File: src/rtl/dram_ctr_pkg.sv
package dram_ctr_pkg;
  // Strobes from the control module to the counter datapath
  typedef struct packed {
    logic clearAll;   // clear every counter (start of a new run)
    logic runActive;  // run window open
  } ctrStrobe_t;
endpackage

File: src/rtl/dram_ctr_ctrl.sv
module dram_ctr_ctrl
  import dram_ctr_pkg::*;
#(
  parameter int NUM_CTR = 8,
  parameter int NUM_EVT = 55,
  parameter int CNT_W   = 49,
  parameter int ADDR_W  = 16,
  parameter int DATA_W  = 64
) (
  input  logic                              clk,
  input  logic                              rstN,
  input  logic                              reqValid,
  output logic                              reqReady,
  input  logic                              reqWrite,
  input  logic [ADDR_W-1:0]                 reqAddr,
  input  logic [DATA_W-1:0]                 reqWdata,
  output logic                              rspValid,
  output logic [DATA_W-1:0]                 rspRdata,
  input  logic [NUM_CTR-1:0][CNT_W-1:0]     cntVal,
  output ctrStrobe_t                        strobe,
  output logic [NUM_CTR-1:0]                cfgEn,
  output logic [NUM_CTR-1:0][NUM_EVT-1:0]   cfgMap,
  output logic                              endFlag
);
  localparam int MODE_W = 8;
  localparam logic [ADDR_W-1:0] MODE_ADR  = ADDR_W'(32'h8020);
  localparam logic [ADDR_W-1:0] START_ADR = ADDR_W'(32'h8028);
  localparam logic [ADDR_W-1:0] STOP_ADR  = ADDR_W'(32'h8030);
  localparam logic [ADDR_W-1:0] DONE_ADR  = ADDR_W'(32'h8038);
  localparam logic [ADDR_W-1:0] CFG_ADR   = ADDR_W'(32'h8040);
  localparam logic [ADDR_W-1:0] VAL_ADR   = ADDR_W'(32'h8080);

  logic [MODE_W-1:0] modeReg;
  logic              runReg;
  logic              wrAcc, rdAcc, manualMode, startHit, stopHit;
  logic [DATA_W-1:0] rdMux;

  assign reqReady   = 1'b1;
  assign wrAcc      = reqValid && reqWrite;
  assign rdAcc      = reqValid && !reqWrite;
  assign manualMode = (modeReg == MODE_W'(1));
  assign startHit   = wrAcc && manualMode && (reqAddr == START_ADR) && reqWdata[0];
  assign stopHit    = wrAcc && manualMode && (reqAddr == STOP_ADR) && reqWdata[0];

  assign strobe.clearAll  = startHit;
  assign strobe.runActive = runReg;

  always_ff @(posedge clk) begin
    if (!rstN) begin
      modeReg <= '0;
      runReg  <= 1'b0;
      endFlag <= 1'b0;
    end else begin
      if (wrAcc && reqAddr == MODE_ADR) modeReg <= reqWdata[MODE_W-1:0];
      if (startHit) begin
        runReg  <= 1'b1;
        endFlag <= 1'b0;
      end else if (stopHit) begin
        runReg  <= 1'b0;
        endFlag <= 1'b1;
      end
    end
  end

  for (genvar n = 0; n < NUM_CTR; n++) begin : g_cfg
    always_ff @(posedge clk) begin
      if (!rstN) begin
        cfgEn[n]  <= 1'b0;
        cfgMap[n] <= '0;
      end else if (wrAcc && reqAddr == CFG_ADR + ADDR_W'(8 * n)) begin
        cfgEn[n]  <= reqWdata[DATA_W-1];
        cfgMap[n] <= reqWdata[NUM_EVT-1:0];
      end
    end
  end

  always_comb begin
    rdMux = '0;
    if (reqAddr == MODE_ADR)  rdMux[MODE_W-1:0] = modeReg;
    if (reqAddr == START_ADR) rdMux[1] = runReg;
    if (reqAddr == DONE_ADR)  rdMux[0] = endFlag;
    for (int n = 0; n < NUM_CTR; n++) begin
      if (reqAddr == CFG_ADR + ADDR_W'(8 * n)) begin
        rdMux[DATA_W-1]    = cfgEn[n];
        rdMux[NUM_EVT-1:0] = cfgMap[n];
      end
      if (reqAddr == VAL_ADR + ADDR_W'(8 * n)) rdMux[CNT_W-1:0] = cntVal[n];
    end
  end

  always_ff @(posedge clk) begin
    if (!rstN) begin
      rspValid <= 1'b0;
      rspRdata <= '0;
    end else begin
      rspValid <= rdAcc;
      if (rdAcc) rspRdata <= rdMux;
    end
  end
endmodule

File: src/rtl/dram_ctr_datapath.sv
module dram_ctr_datapath
  import dram_ctr_pkg::*;
#(
  parameter int NUM_CTR = 8,
  parameter int NUM_EVT = 55,
  parameter int CNT_W   = 49
) (
  input  logic                            clk,
  input  logic                            rstN,
  input  ctrStrobe_t                      strobe,
  input  logic [NUM_CTR-1:0]              cfgEn,
  input  logic [NUM_CTR-1:0][NUM_EVT-1:0] cfgMap,
  input  logic [NUM_EVT-1:0]              evtPulse,
  output logic [NUM_CTR-1:0][CNT_W-1:0]   cntVal
);
  localparam logic [CNT_W-1:0] CNT_MAX = '1;

  for (genvar n = 0; n < NUM_CTR; n++) begin : g_ctr
    logic anyHit;
    assign anyHit = |(cfgMap[n] & evtPulse);

    always_ff @(posedge clk) begin
      if (!rstN || strobe.clearAll) begin
        cntVal[n] <= '0;
      end else if (strobe.runActive && cfgEn[n] && anyHit && cntVal[n] != CNT_MAX) begin
        cntVal[n] <= cntVal[n] + CNT_W'(1);
      end
    end
  end
endmodule

File: src/rtl/dram_evt_ctr_bank.sv
module dram_evt_ctr_bank
  import dram_ctr_pkg::*;
#(
  parameter int NUM_CTR = 8,
  parameter int NUM_EVT = 55,
  parameter int CNT_W   = 49,
  parameter int ADDR_W  = 16,
  parameter int DATA_W  = 64
) (
  input  logic              clk,
  input  logic              rstN,
  input  logic              reqValid,
  output logic              reqReady,
  input  logic              reqWrite,
  input  logic [ADDR_W-1:0] reqAddr,
  input  logic [DATA_W-1:0] reqWdata,
  output logic              rspValid,
  output logic [DATA_W-1:0] rspRdata,
  input  logic [NUM_EVT-1:0] evtPulse
);
  ctrStrobe_t                      strobe;
  logic [NUM_CTR-1:0]              cfgEn;
  logic [NUM_CTR-1:0][NUM_EVT-1:0] cfgMap;
  logic [NUM_CTR-1:0][CNT_W-1:0]   cntVal;
  logic                            endFlag;

  dram_ctr_ctrl #(
    .NUM_CTR(NUM_CTR), .NUM_EVT(NUM_EVT), .CNT_W(CNT_W),
    .ADDR_W(ADDR_W), .DATA_W(DATA_W)
  ) ctrl_i (
    .clk(clk), .rstN(rstN), .reqValid(reqValid), .reqReady(reqReady),
    .reqWrite(reqWrite), .reqAddr(reqAddr), .reqWdata(reqWdata),
    .rspValid(rspValid), .rspRdata(rspRdata), .cntVal(cntVal),
    .strobe(strobe), .cfgEn(cfgEn), .cfgMap(cfgMap), .endFlag(endFlag)
  );

  dram_ctr_datapath #(
    .NUM_CTR(NUM_CTR), .NUM_EVT(NUM_EVT), .CNT_W(CNT_W)
  ) dp_i (
    .clk(clk), .rstN(rstN), .strobe(strobe), .cfgEn(cfgEn),
    .cfgMap(cfgMap), .evtPulse(evtPulse), .cntVal(cntVal)
  );
endmodule

File: config.mk
export PLATFORM = sky130hd
export DESIGN_NAME = dram_evt_ctr_bank
export DESIGN_NICKNAME = d
export VERILOG_FILES = /design/src/rtl/dram_ctr_pkg.sv /design/src/rtl/dram_ctr_ctrl.sv /design/src/rtl/dram_ctr_datapath.sv /design/src/rtl/dram_evt_ctr_bank.sv
export SDC_FILE = /design/constraint.sdc
export NUM_CORES = 2
export LEC_CHECK = 0
export BUFFER_PORTS_ARGS = -buffer_cell sky130_fd_sc_hd__buf_2
export CORE_UTILIZATION = 40
export CTS_CLUSTER_SIZE = 10
export DETAILED_ROUTE_END_ITERATION = 6
export MAX_ROUTING_LAYER = met4
export SLEW_MARGIN = 20
export SYNTH_ARGS = -nofsm -noshare
export SYNTH_HDL_FRONTEND = slang
export SYNTH_SLANG_ARGS = --single-unit
export TNS_END_PERCENT = 1
File: constraint.sdc
create_clock -name clk -period 5.6 [get_ports clk]
set_clock_uncertainty 0.15 [all_clocks]
set_input_delay 0.28 -clock clk [delete_from_list [all_inputs] [get_ports clk]]
set_output_delay 0.28 -clock clk [all_outputs]
set_load 0.005 [all_outputs]
# Yosys cells after proc, flatten, opt, wreduce, memory -nomap -nowiden
# Cells that the tools add are included.
# classes
add_sub_neg	8
reduce_logical	53
n_eq_ne	29
n_mux	29
bitwise_logic	9
# ops
op	count
55-bit bitwise AND	8
55-bit 2-to-1 mux	8
55-bit OR reduction	8
49-bit by 1-bit adder with 49-bit output, second input constant	8
49-bit 2-to-1 mux	8
49-bit != test, second input constant	8
16-bit equality test, second input constant	20
1-bit logical AND	40
1-bit 2-to-1 mux	12
8-bit by 1-bit equality test with 1-bit output, second input constant	1
8-bit 2-to-1 mux	1
1-bit logical NOT	2
2-bit nonzero test	1
2-bit OR reduction	1
1-bit logical OR	1
1-bit inverter	1
# word_totals
word_cells	157
output_inout_bits	66
in_bits	139
reg_bits	907

# Longest topological paths before layout
# logic_depth
word_depth	19
depth_mapped	11
depth_no_buf	9

# Hierarchy
# Synthesis repeated with hierarchy kept, for this count alone.
# unflattened
cells_unflattened	6088
area_unflattened_um2	48109.9
# modules_own_cells
mod	instances	seq_area_each_um2	cells_each	area_each_um2
dram_ctr_ctrl	1	10309.9	3310	26135.1
dram_ctr_datapath	1	7847.5	2778	21974.8

# Least setup slack after synthesis
# OpenSTA, ideal clock, no wires.
# synth_path
path_kind	input port to flip-flop
from	input port evtPulse[19]
to	register dp_i.cntVal[101] in the netlist's numbering
setup_ps	128
path_buffers	3
required_ps	5322
stages	11
setup_slack_ps	2627
arrival_time_ps	2695
path_cell_list	clkbuf_1 a22o_1 a221oi_1 nand3_1 or4_1 o41ai_4 or3_1 buf_4 buf_2 xor2_1 nor2_1
# synth_between
elab_chain_len	4
# synth_rtl
element	line	text
start: declaration	dram_evt_ctr_bank.sv:19	input logic [NUM_EVT-1:0] evtPulse
55-bit bitwise AND	dram_ctr_datapath.sv:20	assign anyHit = |(cfgMap[n] & evtPulse);
55-bit OR reduction	dram_ctr_datapath.sv:20	
1-bit logical AND (2 in a row)	dram_ctr_datapath.sv:25	end else if (strobe.runActive && cfgEn[n] && anyHit && cntVal[n] != CNT_MAX) begin
end signal: indexed assignment	dram_ctr_datapath.sv:26	cntVal[n] <= cntVal[n] + CNT_W'(1);
end: declaration	dram_ctr_datapath.sv:14	output logic [NUM_CTR-1:0][CNT_W-1:0] cntVal
# No other way between the ends.
# A chain may end at the register's enable or synchronous reset.

# Worst setup path after layout
# layout_path
from	register ctrl_i.cfgMap[7] in the netlist's numbering
to	register dp_i.cntVal[35] in the netlist's numbering
# layout_between
elab_chain_len	4
# layout_rtl
element	line	text
start: declaration	dram_ctr_ctrl.sv:22	output logic [NUM_CTR-1:0][NUM_EVT-1:0] cfgMap,
start signal: indexed assignment	dram_ctr_ctrl.sv:72	cfgMap[n] <= reqWdata[NUM_EVT-1:0];
55-bit bitwise AND	dram_ctr_datapath.sv:20	
55-bit OR reduction	dram_ctr_datapath.sv:20	
1-bit logical AND (2 in a row)	dram_ctr_datapath.sv:25	
# No other way between the ends.

==> results by group <==
Power
  • Pwr Density: 272 mW/mm2
  • IR Drop Worst-Case VDD: 0.249 mV
  • Leakage: 16.7 nW
  • Sw frac: 26.5%
  • P_int: 10.3 mW
  • Combinational share of power: 5.5%
  • Clk pwr share: 48.2%
  • NetSw: 3.71 mW
  • Power Total: 14.0 mW
  • Register share of total power: 46.2%

Die
  • Initial core utilization: 40.4%
  • Core Area: 0.113 mm2
  • Io pins: 205
  • Die width: 340 um
  • Full die area: 0.115 mm2
  • Row Count: 123
  • Die height: 340 um

Layout
  • Final Util: 45.7%
  • Finished Layout Cells: 7,565
  • Synth-to-Final Area Change: 13.1%
  • Layout net count: 6,098
  • Layout cells sized above 1: 9.58%
  • Fin area: 0.0515 mm2

Detailed routing
  • WL/cell: 39.9 um
  • First-pass detailed-route iteration total: 7
  • Via density: 6.96
  • DRT iter0 DRCs: 9,681
  • Via Count: 52,671
  • Drt drc: 15
  • Drt total wl: 302,000 um
  • Antenna Nets Post-Route: 0

STA
  • Slew Viols, Final: 0
  • Min Tclk post-route: 4570 ps
  • TNS Setup: 0 ps
  • Fmax: 219 MHz
  • Final setup vio count: 0
  • Fin crit share: 81.6%
  • Measured slew at the worst slew-check pin: 1350 ps
  • RSZ-0062 raised after global routing: false
  • Final Hold Fails: 0
  • Final hold slack: 61.5 ps
  • Slew HR: 8.62%
  • Worst setup slack after layout: 1030 ps

Clock tree
  • Clock transition at the registers of the reported paths: 60 ps
  • Clock sink total: 907
  • Worst skew pair latency: 760 ps
  • Num CTS Buffers: 108
  • Htree depth: 3
  • CTS tree: done
  • Clk root buf: clkbuf_16
  • Post-CTS Repair Setup Buffers: 0
  • CTS max path bufs: 3

GRT
  • All-layer global routing usage: 52.1%
  • First-pass GRT wire length: 401,000 um
  • Pin count of the biggest net entering global routing: 159
  • Vias in the first global route: 45,686
  • Initial antenna violation count: 42
  • Total grt overflow: 0

Setup path
  • Worst Path Class, Setup: reg -> reg
  • Worst Path Required: 6080 ps
  • R2R Path End: dp_i.cntVal[35]
  • Crit start category: flip-flop
  • CP max stage delay: 990 ps
  • Critical Path Stages: 9
  • R2r startpoint: ctrl_i.cfgMap[7]
  • Crit end category: flip-flop
  • Flop2flop setup slack: 1030 ps
  • Critical path startpoint: ctrl_i.cfgMap[7]
  • CP delay by family, top: simple AND/OR/NAND/NOR gates
  • Max FO, Critical Path: 18
  • Reg2Reg Depth: 9
  • Crit-path cells: a22o_1 -> a221oi_1 -> nand4_1 -> nor4_1 -> or3b_1 -> buf_4 -> or4_1 -> xor2_1 -> nor2_1
  • Worst Path Buf+Inv: 1
  • Crit path capture: dp_i.cntVal[35]
  • Crit-path slowest cell: a221oi_1
  • Arrival @ worst endpoint: 5050 ps

Synthesis
  • Top-area cell type share of the netlist area: 39.8%
  • Post-synthesis async set-or-reset flop share: 0%
  • FF+latch count, synth: 907
  • Post-Syn Area: 0.0456 mm2
  • Avg Synthesized Cell Area: 7.63 um2
  • Post-synth cell types: 82
  • Synth area leaders: dfxtp_1, nand2_1, a21oi_1
  • Post-synth EDFFs: 0
  • Synth area leader: dfxtp_1
  • Top FF cell, synth: dfxtp_1
  • Seq/Total Area, Yosys: 39.8%
  • Yosys warns: 0
  • Mapped Cells: 5,972

Place
  • Inst Count DP: 7,283
  • # port buffers: 187
  • Pre-CTS setup slack: 1120 ps
  • Placed inst area: 0.0476 mm2
  • DP HPWL: 224,000 um
  • Gpl congestion: 1.12

Run
  • Max-cap violation count: 0

Status
  • Failing checks: design-rule violations
  • Outcome: finished, violations left

Hold path
  • Worst hold start: rstN
  • Hold Path Class: in -> reg
-- cell families after synthesis --
family	share of synthesized area, %
adders and majority gates	0.220
DFF	39.8
AOI/OAI and AO/OA	22.6
xor gates and xnor gates	4.31
and+or+nand+nor	26.7
buffers and inverters	5.36
muxes	0.953
other	0.0165
-- layer usage --
metal	GRT usage, %	wire length, um
met4	36.5	25600
met3	22.7	46300
met2	65.7	115000
met1	65.0	115000
met5	-	0
-- worst min path at each step --
stage	endpoint	slack [ps]	cells past startpoint
after detailed placement	ctrl_i.modeReg[2]	310	2
after floorplan	ctrl_i.endFlag	280	1
final	dp_i.cntVal[151]	60	3
after global placement	ctrl_i.modeReg[2]	300	2
after CTS	dp_i.cntVal[151]	20	3
after global routing	dp_i.cntVal[150]	60	3
-- worst min-delay path, delay by kind of cell --
family,cells,cell delay [ps]
AOI/OAI and AO/OA,2,370
buffers and inverters,1,220
-- Yosys cell counts, drive strengths merged (59+ instances only) --
library cell	number
nor3	120
xnor2	179
dfxtp	907
and3	98
a221oi	143
clkbuf	413
nor4	125
nand2	1242
o21ai	170
o221ai	59
nand3	219
a21oi	679
nand4	137
nor2	399
a22o	88
or3	93
buf	117
a22oi	112
-- repair_timing --
item,4_1_cts,5_1_grt
endpoints found under the hold margin,447,0
hold buffers,56,0
resized for setup,0,0
-- placed cells by master, fill, tap and decap left out, types with 110 or more instances in the layout --
cell	count
nand3_1	217
nand4_1	137
xnor2_1	179
buf_2	187
nor4_1	112
o21ai_0	168
nor2_1	392
a221oi_1	143
nor3_1	112
dfxtp_1	907
nand2_1	1234
buf_4	139
a22oi_1	112
clkbuf_16	110
a21oi_1	678
-- sequential cells by signal, indices dropped and copies added, names as in the netlist --
register and flops:
ctrl_i.cfgMap 440, dp_i.cntVal 392, ctrl_i.rspRdata 56, ctrl_i.cfgEn 8
ctrl_i.modeReg 8, ctrl_i.endFlag 1, ctrl_i.rspValid 1, ctrl_i.runReg 1
-- area by class of cell --
class / instances / area (um2)
well taps: 1500 / 1880
multi-input cells: 4488 / 25200
inverters: 54 / 210
repair buffers: 392 / 2730
clock buffers: 143 / 2940
flip-flops and latches: 907 / 18200
fillers: 11470 / 61100
clock inverters: 19 / 215
diodes: 62 / 155
-- power groups by stage --
stage	clock network [mW]	logic (mW)	registers, mW
6_report	6.76	0.776	6.48
5_1_grt	7.00	0.726	6.48
4_1_cts	6.75	0.699	6.48
3_5_place_dp	0	0.669	6.62
3_3_place_gp	0	0.676	6.62
2_1_floorplan	0	0.269	6.61
Power figures use the tool's default switching activity.
